<file path="src/rtl/drp_pkg.sv">
package drp_pkg;

   typedef enum logic [2:0] {
      M_STANDBY = 3'd0,
      M_QUIET   = 3'd1,
      M_WORD    = 3'd2,
      M_BYTE    = 3'd3,
      M_ID_WORD = 3'd4,
      M_ID_BYTE = 3'd5
   } drp_mode_e;

   localparam logic [7:0] MFR_ID      = 8'h20;
   localparam logic [7:0] DEV_ID      = 8'h32;
   localparam logic [7:0] PRELOAD_XOR = 8'h5A;

endpackage

</file>
<file path="src/rtl/drp_mode_decode.sv">
module drp_mode_decode
   import drp_pkg::*;
(
   input  logic      chip_en_n,
   input  logic      out_en_n,
   input  logic      wide_sel,
   input  logic      id_mode,
   input  logic      prog_en,
   output drp_mode_e mode,
   output logic      wr_en
);

   always_comb begin
      if (chip_en_n)
         mode = M_STANDBY;
      else if (out_en_n)
         mode = M_QUIET;
      else if (id_mode)
         mode = wide_sel ? M_ID_WORD : M_ID_BYTE;
      else
         mode = wide_sel ? M_WORD : M_BYTE;
   end

   // programming only with the device selected and its outputs gated off
   assign wr_en = prog_en & ~chip_en_n & out_en_n;

endmodule

</file>
<file path="src/rtl/drp_store.sv">
module drp_store
   import drp_pkg::*;
#(
   parameter int AW            = 6,
   parameter int BYTE_W        = 8,
   parameter int PRELOAD_WORDS = 32
) (
   input  logic                clk,
   input  logic                rst_n,
   input  logic [AW-1:0]       rd_addr,
   input  logic                wr_en,
   input  logic [AW-1:0]       wr_addr,
   input  logic [2*BYTE_W-1:0] wr_data,
   output logic [2*BYTE_W-1:0] rd_word
);

   localparam int DW    = 2 * BYTE_W;
   localparam int DEPTH = 1 << AW;

   logic [DEPTH-1:0][DW-1:0] words;
   logic [DW-1:0]            prior_word;

   for (genvar i = 0; i < DEPTH; i++) begin : g_word
      localparam logic [BYTE_W-1:0] IDX   = BYTE_W'(i);
      localparam logic [DW-1:0]     START = (i < PRELOAD_WORDS) ?
         {IDX ^ BYTE_W'(PRELOAD_XOR), IDX} : {DW{1'b1}};
      logic [DW-1:0] cell_q;

      always_ff @(posedge clk or negedge rst_n) begin
         if (!rst_n)
            cell_q <= START;
         else if (wr_en && (wr_addr == AW'(i)))
            cell_q <= cell_q & wr_data;
      end

      assign words[i] = cell_q;
   end

   assign rd_word    = words[rd_addr];
   assign prior_word = words[wr_addr];

   // a programmed word gains no new ones
   p_clear_only_r8: assert property (@(posedge clk) disable iff (!rst_n)
      wr_en |=> ((words[$past(wr_addr)] & ~$past(prior_word)) == '0));

   // without a write strobe the whole array holds
   p_hold_idle_r9: assert property (@(posedge clk) disable iff (!rst_n)
      !wr_en |=> (words == $past(words)));

endmodule

</file>
<file path="src/rtl/drp_lane_sel.sv">
module drp_lane_sel
   import drp_pkg::*;
#(
   parameter int BYTE_W = 8
) (
   input  drp_mode_e           mode,
   input  logic [2*BYTE_W-1:0] word,
   input  logic                hi_lane,
   input  logic                code_sel,
   output logic [2*BYTE_W-1:0] nxt_data,
   output logic [2*BYTE_W-1:0] nxt_oe
);

   localparam int DW    = 2 * BYTE_W;
   localparam int LANES = 2;

   logic [LANES-1:0][BYTE_W-1:0] lane_val;
   logic [BYTE_W-1:0]            id_val;

   for (genvar l = 0; l < LANES; l++) begin : g_lane
      assign lane_val[l] = word[l*BYTE_W +: BYTE_W];
   end

   assign id_val = code_sel ? BYTE_W'(DEV_ID) : BYTE_W'(MFR_ID);

   always_comb begin
      nxt_data = '0;
      nxt_oe   = '0;
      case (mode)
         M_WORD: begin
            nxt_data = word;
            nxt_oe   = {DW{1'b1}};
         end
         M_BYTE: begin
            nxt_data[BYTE_W-1:0] = lane_val[hi_lane];
            nxt_oe[BYTE_W-1:0]   = {BYTE_W{1'b1}};
         end
         M_ID_WORD: begin
            nxt_data[BYTE_W-1:0] = id_val;
            nxt_oe               = {DW{1'b1}};
         end
         M_ID_BYTE: begin
            nxt_data[BYTE_W-1:0] = id_val;
            nxt_oe[BYTE_W-1:0]   = {BYTE_W{1'b1}};
         end
         default: begin
            nxt_data = '0;
            nxt_oe   = '0;
         end
      endcase
   end

endmodule

</file>
<file path="src/rtl/drp_rom_port.sv">
module drp_rom_port
   import drp_pkg::*;
#(
   parameter int AW            = 6,
   parameter int BYTE_W        = 8,
   parameter int PRELOAD_WORDS = 2 ** (AW - 1)
) (
   input  logic                clk,
   input  logic                rst_n,
   input  logic [AW-1:0]       word_addr,
   input  logic                ext_addr_bit,
   input  logic                chip_en_n,
   input  logic                out_en_n,
   input  logic                wide_sel,
   input  logic                id_mode,
   input  logic                prog_en,
   input  logic [2*BYTE_W-1:0] prog_data,
   output logic [2*BYTE_W-1:0] data_out,
   output logic [2*BYTE_W-1:0] data_oe
);

   localparam int DW    = 2 * BYTE_W;
   localparam int DEPTH = 1 << AW;

   if (AW < 1 || AW > 10) begin : g_bad_aw
      $error("drp_rom_port: AW must lie in 1..10");
   end
   if (BYTE_W < 8) begin : g_bad_bw
      $error("drp_rom_port: BYTE_W must be at least 8");
   end
   if (PRELOAD_WORDS < 0 || PRELOAD_WORDS > DEPTH) begin : g_bad_pre
      $error("drp_rom_port: PRELOAD_WORDS exceeds depth");
   end

   drp_mode_e     mode;
   logic          wr_en;
   logic [DW-1:0] rd_word;
   logic [DW-1:0] nxt_data;
   logic [DW-1:0] nxt_oe;

   drp_mode_decode u_dec (
      .chip_en_n (chip_en_n),
      .out_en_n  (out_en_n),
      .wide_sel  (wide_sel),
      .id_mode   (id_mode),
      .prog_en   (prog_en),
      .mode      (mode),
      .wr_en     (wr_en)
   );

   drp_store #(
      .AW            (AW),
      .BYTE_W        (BYTE_W),
      .PRELOAD_WORDS (PRELOAD_WORDS)
   ) u_store (
      .clk     (clk),
      .rst_n   (rst_n),
      .rd_addr (word_addr),
      .wr_en   (wr_en),
      .wr_addr (word_addr),
      .wr_data (prog_data),
      .rd_word (rd_word)
   );

   drp_lane_sel #(
      .BYTE_W (BYTE_W)
   ) u_lane (
      .mode     (mode),
      .word     (rd_word),
      .hi_lane  (ext_addr_bit),
      .code_sel (word_addr[0]),
      .nxt_data (nxt_data),
      .nxt_oe   (nxt_oe)
   );

   always_ff @(posedge clk or negedge rst_n) begin
      if (!rst_n) begin
         data_out <= '0;
         data_oe  <= '0;
      end else begin
         data_out <= nxt_data;
         data_oe  <= nxt_oe;
      end
   end

   p_word_lanes_r2: assert property (@(posedge clk) disable iff (!rst_n)
      $past(!chip_en_n && !out_en_n && !id_mode && wide_sel)
      |-> (data_oe == {DW{1'b1}}));

   p_word_data_r2: assert property (@(posedge clk) disable iff (!rst_n)
      $past(!chip_en_n && !out_en_n && !id_mode && wide_sel)
      |-> (data_out == $past(rd_word)));

   p_byte_lanes_r3: assert property (@(posedge clk) disable iff (!rst_n)
      $past(!chip_en_n && !out_en_n && !id_mode && !wide_sel)
      |-> (data_oe == DW'({BYTE_W{1'b1}})));

   p_standby_quiet_r4: assert property (@(posedge clk) disable iff (!rst_n)
      $past(chip_en_n) |-> (data_oe == '0));

   p_gate_quiet_r5: assert property (@(posedge clk) disable iff (!rst_n)
      $past(!chip_en_n && out_en_n) |-> (data_oe == '0));

   p_id_codes_r6: assert property (@(posedge clk) disable iff (!rst_n)
      $past(!chip_en_n && !out_en_n && id_mode)
      |-> (data_out[DW-1:BYTE_W] == '0 &&
           data_out[BYTE_W-1:0] == ($past(word_addr[0]) ?
              BYTE_W'(DEV_ID) : BYTE_W'(MFR_ID))));

   p_undriven_zero_r10: assert property (@(posedge clk) disable iff (!rst_n)
      ((data_out & ~data_oe) == '0));

endmodule

</file>
<file path="config.mk">
export PLATFORM = sky130hd
export DESIGN_NAME = drp_rom_port
export DESIGN_NICKNAME = d
export VERILOG_FILES = /design/src/rtl/drp_pkg.sv /design/src/rtl/drp_mode_decode.sv /design/src/rtl/drp_store.sv /design/src/rtl/drp_lane_sel.sv /design/src/rtl/drp_rom_port.sv
export SDC_FILE = /design/constraint.sdc
export NUM_CORES = 1
export LEC_CHECK = 0
export CORE_MARGIN = 4
export CORE_UTILIZATION = 35
export CTS_BUF_LIST = sky130_fd_sc_hd__clkbuf_2
export DETAILED_ROUTE_END_ITERATION = 16
export DONT_BUFFER_PORTS = 1
export PLACE_DENSITY = 0.58
export SETUP_SLACK_MARGIN = 0.5
export SLEW_MARGIN = 20
export SYNTH_ARGS = -nofsm -noshare
export SYNTH_HDL_FRONTEND = slang
export SYNTH_SLANG_ARGS = --single-unit
</file>
<file path="constraint.sdc">
create_clock -name clk -period 2.3 [get_ports clk]
set_clock_uncertainty 0.05 [all_clocks]
set_input_delay 0.46 -clock clk [delete_from_list [all_inputs] [get_ports clk]]
set_output_delay 0.46 -clock clk [all_outputs]
set_load 0.01 [all_outputs]
</file>
Word-level counts from Yosys, hierarchy flattened --
Index checks and enable logic that the tools add are counted.
Storage, ports and cells: bits in registers 1056, output and inout port bits 32, logic and storage cells 284
Operators by class: order comparisons 2, equal/unequal tests 67, mux-type cells 14, bitwise operators 67, reductions and logical operators 68
Operators by type and width (number):
- bitwise AND 16 bit | 64
- equality test 6 bit (second input constant) | 32
- binary-select mux 16 bit (select 6 bit) | 1
- equality test 6 x 5 -> 1 bit (second input constant) | 16
- logical AND 1 bit | 64
- equality test 6 x 4 -> 1 bit (second input constant) | 8
- two-way mux 8 bit | 5
- equality test 6 x 3 -> 1 bit (second input constant) | 4
- one-hot mux 8 bit (3 select lines) | 1
- two-way mux 16 bit | 1
- equality test 6 x 2 -> 1 bit (second input constant) | 2
- two-way mux 3 bit | 3
- < comparator 6 x 7 -> 1 bit (second input constant) | 1
- equality test 3 x 2 -> 1 bit (second input constant) | 2
- equality test 3 bit (second input constant) | 2
- equality test 6 x 1 -> 1 bit (second input constant) | 1
- zero test 6 bit | 1
- two-way mux 5 bit | 1
- OR reduction 2 bit | 2
- OR reduction 4 bit | 1
- bitwise AND 1 bit | 2
- < comparator 1 x 2 -> 1 bit (second input constant) | 1
- two-way mux 1 bit | 2
- NOT 1 bit | 1

Logic depth before layout (Yosys ltp) --
word-level depth 7, depth in mapped cells 10, mapped depth without buffers 6

By module --
From an unflattened synthesis, not the netlist that was laid out.
Unflattened totals: cells, all modules 3049, area, all modules 44348.8 um^2
Modules (own cells, without submodules):
- drp_store | instances 1, cells each 2959, area each 43187.7 um^2, sequential area each 26505.4 um^2
- drp_rom_port | instances 1, cells each 32, area each 800.8 um^2, sequential area each 800.8 um^2
- drp_lane_sel | instances 1, cells each 52, area each 331.6 um^2, sequential area each 0.0 um^2
- drp_mode_decode | instances 1, cells each 6, area each 28.8 um^2, sequential area each 0.0 um^2

Worst setup path after synthesis --
Ideal clock, no wire load.
path kind input -> register, from input port word_addr[0], to register data_out[6], library setup time 0.118 ns, data arrival time 2.395 ns, data required time 2.132 ns, setup slack -0.263 ns, stages on the path 8, buffers on the path 3, cell sequence buf_6 > buf_6 > buf_2 > mux4_2 > mux4_2 > mux2i_1 > o22ai_1 > a21o_1
On the way: cells in the longest elaborated chain, start to end 5
Ends and longest elaborated chain:
- start, declared | line drp_rom_port.sv:10 | input logic [AW-1:0] word_addr,
- binary-select mux 16 bit (select 6 bit) (*) | line drp_store.sv:39 | assign rd_word = words[rd_addr];
- two-way mux 16 bit (not written as such) (*) | line drp_store.sv:39
- two-way mux 8 bit (not written as such) (2 in series) | line drp_lane_sel.sv:35 | nxt_data[BYTE_W-1:0] = lane_val[hi_lane];
- one-hot mux 8 bit (3 select lines) (*) | line drp_lane_sel.sv:29 | case (mode)
- named net nxt_data[6] | line drp_rom_port.sv:38 | logic [DW-1:0] nxt_data;
- end signal, assigned | line drp_rom_port.sv:81 | data_out <= nxt_data;
- end, declared | line drp_rom_port.sv:18 | output logic [2*BYTE_W-1:0] data_out,
Mark *: on every way through the listed nets, which the timed path passes. The rest lies on a longest branch. The select of a mux whose other input is x is not followed. A chain may end at the register's enable or synchronous reset.

Worst setup path in the final report --
from input port word_addr[1], to register u_store.g_word[47].cell_q[8]
On the way: cells in the longest elaborated chain, start to end 2
Ends and longest elaborated chain:
- equality test 6 bit | line drp_store.sv:32 | else if (wr_en && (wr_addr == AW'(i)))
- logical AND 1 bit | line drp_store.sv:32
- end signal, assigned | line drp_store.sv:33 | cell_q <= cell_q & wr_data;
- end, declared | line drp_store.sv:27 | logic [DW-1:0] cell_q;
Every way passes these cells.

==> results_dict.tcl <==
set metrics [dict create \
    outcome "finished, violations left" \
    violations "hold timing, setup timing" \
    pin_count 62 \
    cts_made_buffers 285 \
    p_leak_nw 21.01 \
    grt_pass1_wl_mm 196.3 \
    synth-xor-area-share 0 \
    gp_congestion 0.8504 \
    grt_pass1_vias 29290 \
    fin_crit_ns 2.726 \
    tritoncts "done" \
    p_clk_frac 0.381 \
    p_switching_mw 8.638 \
    grt-ovfl-total 0 \
    clock_latency_ns 1.50 \
    fin_crit_sh 1.185 \
    arrival_ns 4.10 \
    yosys.area_share.simple 0.01741 \
    fin_area_um2 51830 \
    synth-main-ff-cell "dfstp_2" \
    grt_usage 0.2009 \
    drc 0 \
    die_area_um2 131800 \
    nNetsFinal 3288 \
    sequentialPowerShare 0.563 \
    worst_pin_slew_ns 1.124 \
    core_um2 125400 \
    place_area_um2 46670 \
    ys_ff_latch 1042 \
    wl_mm 134.4 \
    drtIter0Drc 2173 \
    die_w_um 363.1 \
    ys_async_sr_fraction 1.000 \
    worstSetupStartpointType "primary input" \
    crit_type "in2reg" \
    antenna_found_initial 4 \
    cts.sinks 1042 \
    power.density_nw_per_um2 631.1 \
    p_sw_frac 0.2641 \
    synth.area.mux_share 0.1520 \
    slew_headroom 0.2482 \
    fillers 11650 \
    row_count 130 \
    place_hpwl_mm 64.58 \
    critPathMaxFanout 219 \
    synth_top_family_by_area "compound AO/OA/AOI/OAI gates" \
    fin_tns_setup_ns -19.83 \
    max-vdd-ir-drop_uv 295.5 \
    synth_compound_area_frac 0.1909 \
    root_buffer "clkbuf_2" \
    whs_ns -0.3060 \
    htreeDepth 5 \
    synth.top_cells.by_area "dfstp_2 (42%), dfrtp_1 (19%), o21a_1 (17%), mux4_2 (14%), clkbuf_1 (1.6%)" \
    wire_per_inst_um 26.44 \
    syn-num-nets 2987 \
    clkTransAtPathRegs_ns 0.10 \
    layout_setup_ws_ns -0.4255 \
    synth_area_um2 44130 \
    slew_violations 0 \
    synth.avg_cell_area_um2 14.92 \
    post-synth-top-area-cell "dfstp_2" \
    netlist_instances 2957 \
    ys.warnings.count 0 \
    min_path_type "in2reg" \
    synth_edf_count 0 \
    drt_first_pass_iters 5 \
    endpoint_kind "flop" \
    grt_setup_unrepaired "true" \
    combPwrFrac 0.056 \
    ys_seq_area_frac 0.6108 \
    io_buffers 0 \
    syn2layout_area_growth_pct 17.46 \
    p_int_mw 24.07 \
    synth_fa_ha_area_frac 0 \
    synth_top_area_share 0.4192 \
    start_util 0.3519 \
    setup_violations 173 \
    num_vias 27800 \
    grt_max_degree 223 \
    via_per_inst 5.469 \
    critPathRequiredTime_ns 3.68 \
    die_y_um 363.1 \
    drv_cap 0 \
    yosysUniqueCellTypes 33 \
    cts_buffer_depth 4 \
    layout-drive-gt1-share 0.4942 \
    final_common_cell "o21a_1" \
    hold_viol_final 87 \
    ant_nets 0 \
    mostFrequentLayoutCells "o21a_1 (1,024), dfstp_2 (704), clkbuf_2 (424)" \
    max_freq_mhz 366.9 \
]
-- cell usage after synthesis, types with 3 or more instances --
| library cell | instances |
|---|---|
| a211oi_1 | 5 |
| a21o_1 | 5 |
| a21oi_1 | 25 |
| a22o_1 | 7 |
| a22oi_1 | 48 |
| a31oi_1 | 7 |
| and2_1 | 9 |
| buf_1 | 23 |
| buf_2 | 45 |
| buf_4 | 23 |
| buf_6 | 8 |
| clkbuf_1 | 186 |
| dfrtp_1 | 338 |
| dfstp_2 | 704 |
| mux2i_1 | 58 |
| mux4_2 | 272 |
| nand2_1 | 85 |
| nand2b_1 | 9 |
| nand3_1 | 10 |
| nand4_1 | 3 |
| nor2_1 | 22 |
| nor2b_1 | 12 |
| nor3_1 | 8 |
| nor4_1 | 6 |
| o21a_1 | 1024 |
| o22ai_1 | 5 |
-- timing repair --
action                      CTS  global route
resized for setup            66            30
setup endpoints to repair   144          1057
pin swaps                    16             7
hold endpoints to repair   1445           622
hold buffers                128            33
gates cloned                  1             8
buffers inserted              5             8
-- flip-flops by register name, indices dropped and copies added, names as in the netlist --
name	flops
data_oe	2
data_out	16
u_store.g_word.cell_q	1024
-- per-stage QoR --
| step | util | worst slack [ns] | power, mW | std cells |
|---|---|---|---|---|
| after floorplan | - | -0.08681 | 19.61 | 2957 |
| after global placement | 0.3708 | -1.231 | 19.54 | 4434 |
| after detailed placement | 0.3721 | -1.116 | 19.58 | 4440 |
| after CTS | 0.4081 | -0.3508 | 33.08 | 5033 |
| after global routing | 0.4133 | -0.3205 | 34.27 | 5082 |
| final | 0.4133 | -0.4255 | 32.71 | 5083 |
-- final timing paths --
check,to,from,slack (ns),cells past startpoint
max,u_store.g_word[47].cell_q[8]$_DFFE_PN1P_,word_addr[1],-0.43,9
min,data_out[0]$_DFF_PN0_,word_addr[2],-0.31,4
max reg2reg,data_out[14]$_DFF_PN0_,u_store.g_word[15].cell_q[14]$_DFFE_PN1P_,-0.06,7
min reg2reg,u_store.g_word[54].cell_q[11]$_DFFE_PN1P_,u_store.g_word[54].cell_q[11]$_DFFE_PN1P_,0.41,1
max in group asynchronous,u_store.g_word[39].cell_q[5]$_DFFE_PN1P_,rst_n,0.32,8
min in group asynchronous,u_store.g_word[23].cell_q[5]$_DFFE_PN0P_,rst_n,0.06,4
-- cells by family after synthesis --
| logic type | count (synthesis) |
|---|---|
| simple gates | 169 |
| buf+inv | 286 |
| mux | 330 |
| compound gates | 1130 |
| flops | 1042 |
-- layout make-up --
type,instances,area [um2],area share
sequential,1042,26980,0.5205
multi-input combinational,1629,16350,0.3155
timing repair buffer,299,4110,0.07929
clock buffer,424,2122,0.04094
tap,1650,2064,0.03983
clock inverter,35,196.4,0.003790
antenna,3,7.507,0.0001448
inverter,1,3.754,0.00007241
-- layer usage --
layer	vias up	share of wire	GRT usage
met2	924	0.45	0.2978
met5	-	0	0
met3	226	0.082	0.05934
li1	11730	-	-
met1	14920	0.44	0.2815
met4	0	0.025	0.07100
-- critical path, cell delays in order --
cell and delay [ns]:
dlygate4sd3_1 0.97, buf_16 0.26, dlygate4sd3_1 0.73, nand2_2 0.16, nor2_2 0.31, nand2_1 0.10
buf_4 0.23, o21a_1 0.20, dlygate4sd3_1 0.55
-- power by group through the flow --
stage                     Combinational, mW  Sequential (mW)  Clock (mW)
after detailed placement              0.878             18.7           0
after CTS                              1.74             18.4        12.9
after global placement                0.838             18.7           0
after floorplan                       0.918             18.7           0
after global routing                   1.94             18.4        13.9
final                                  1.84             18.4        12.5
Power figures use the tool's default switching activity.
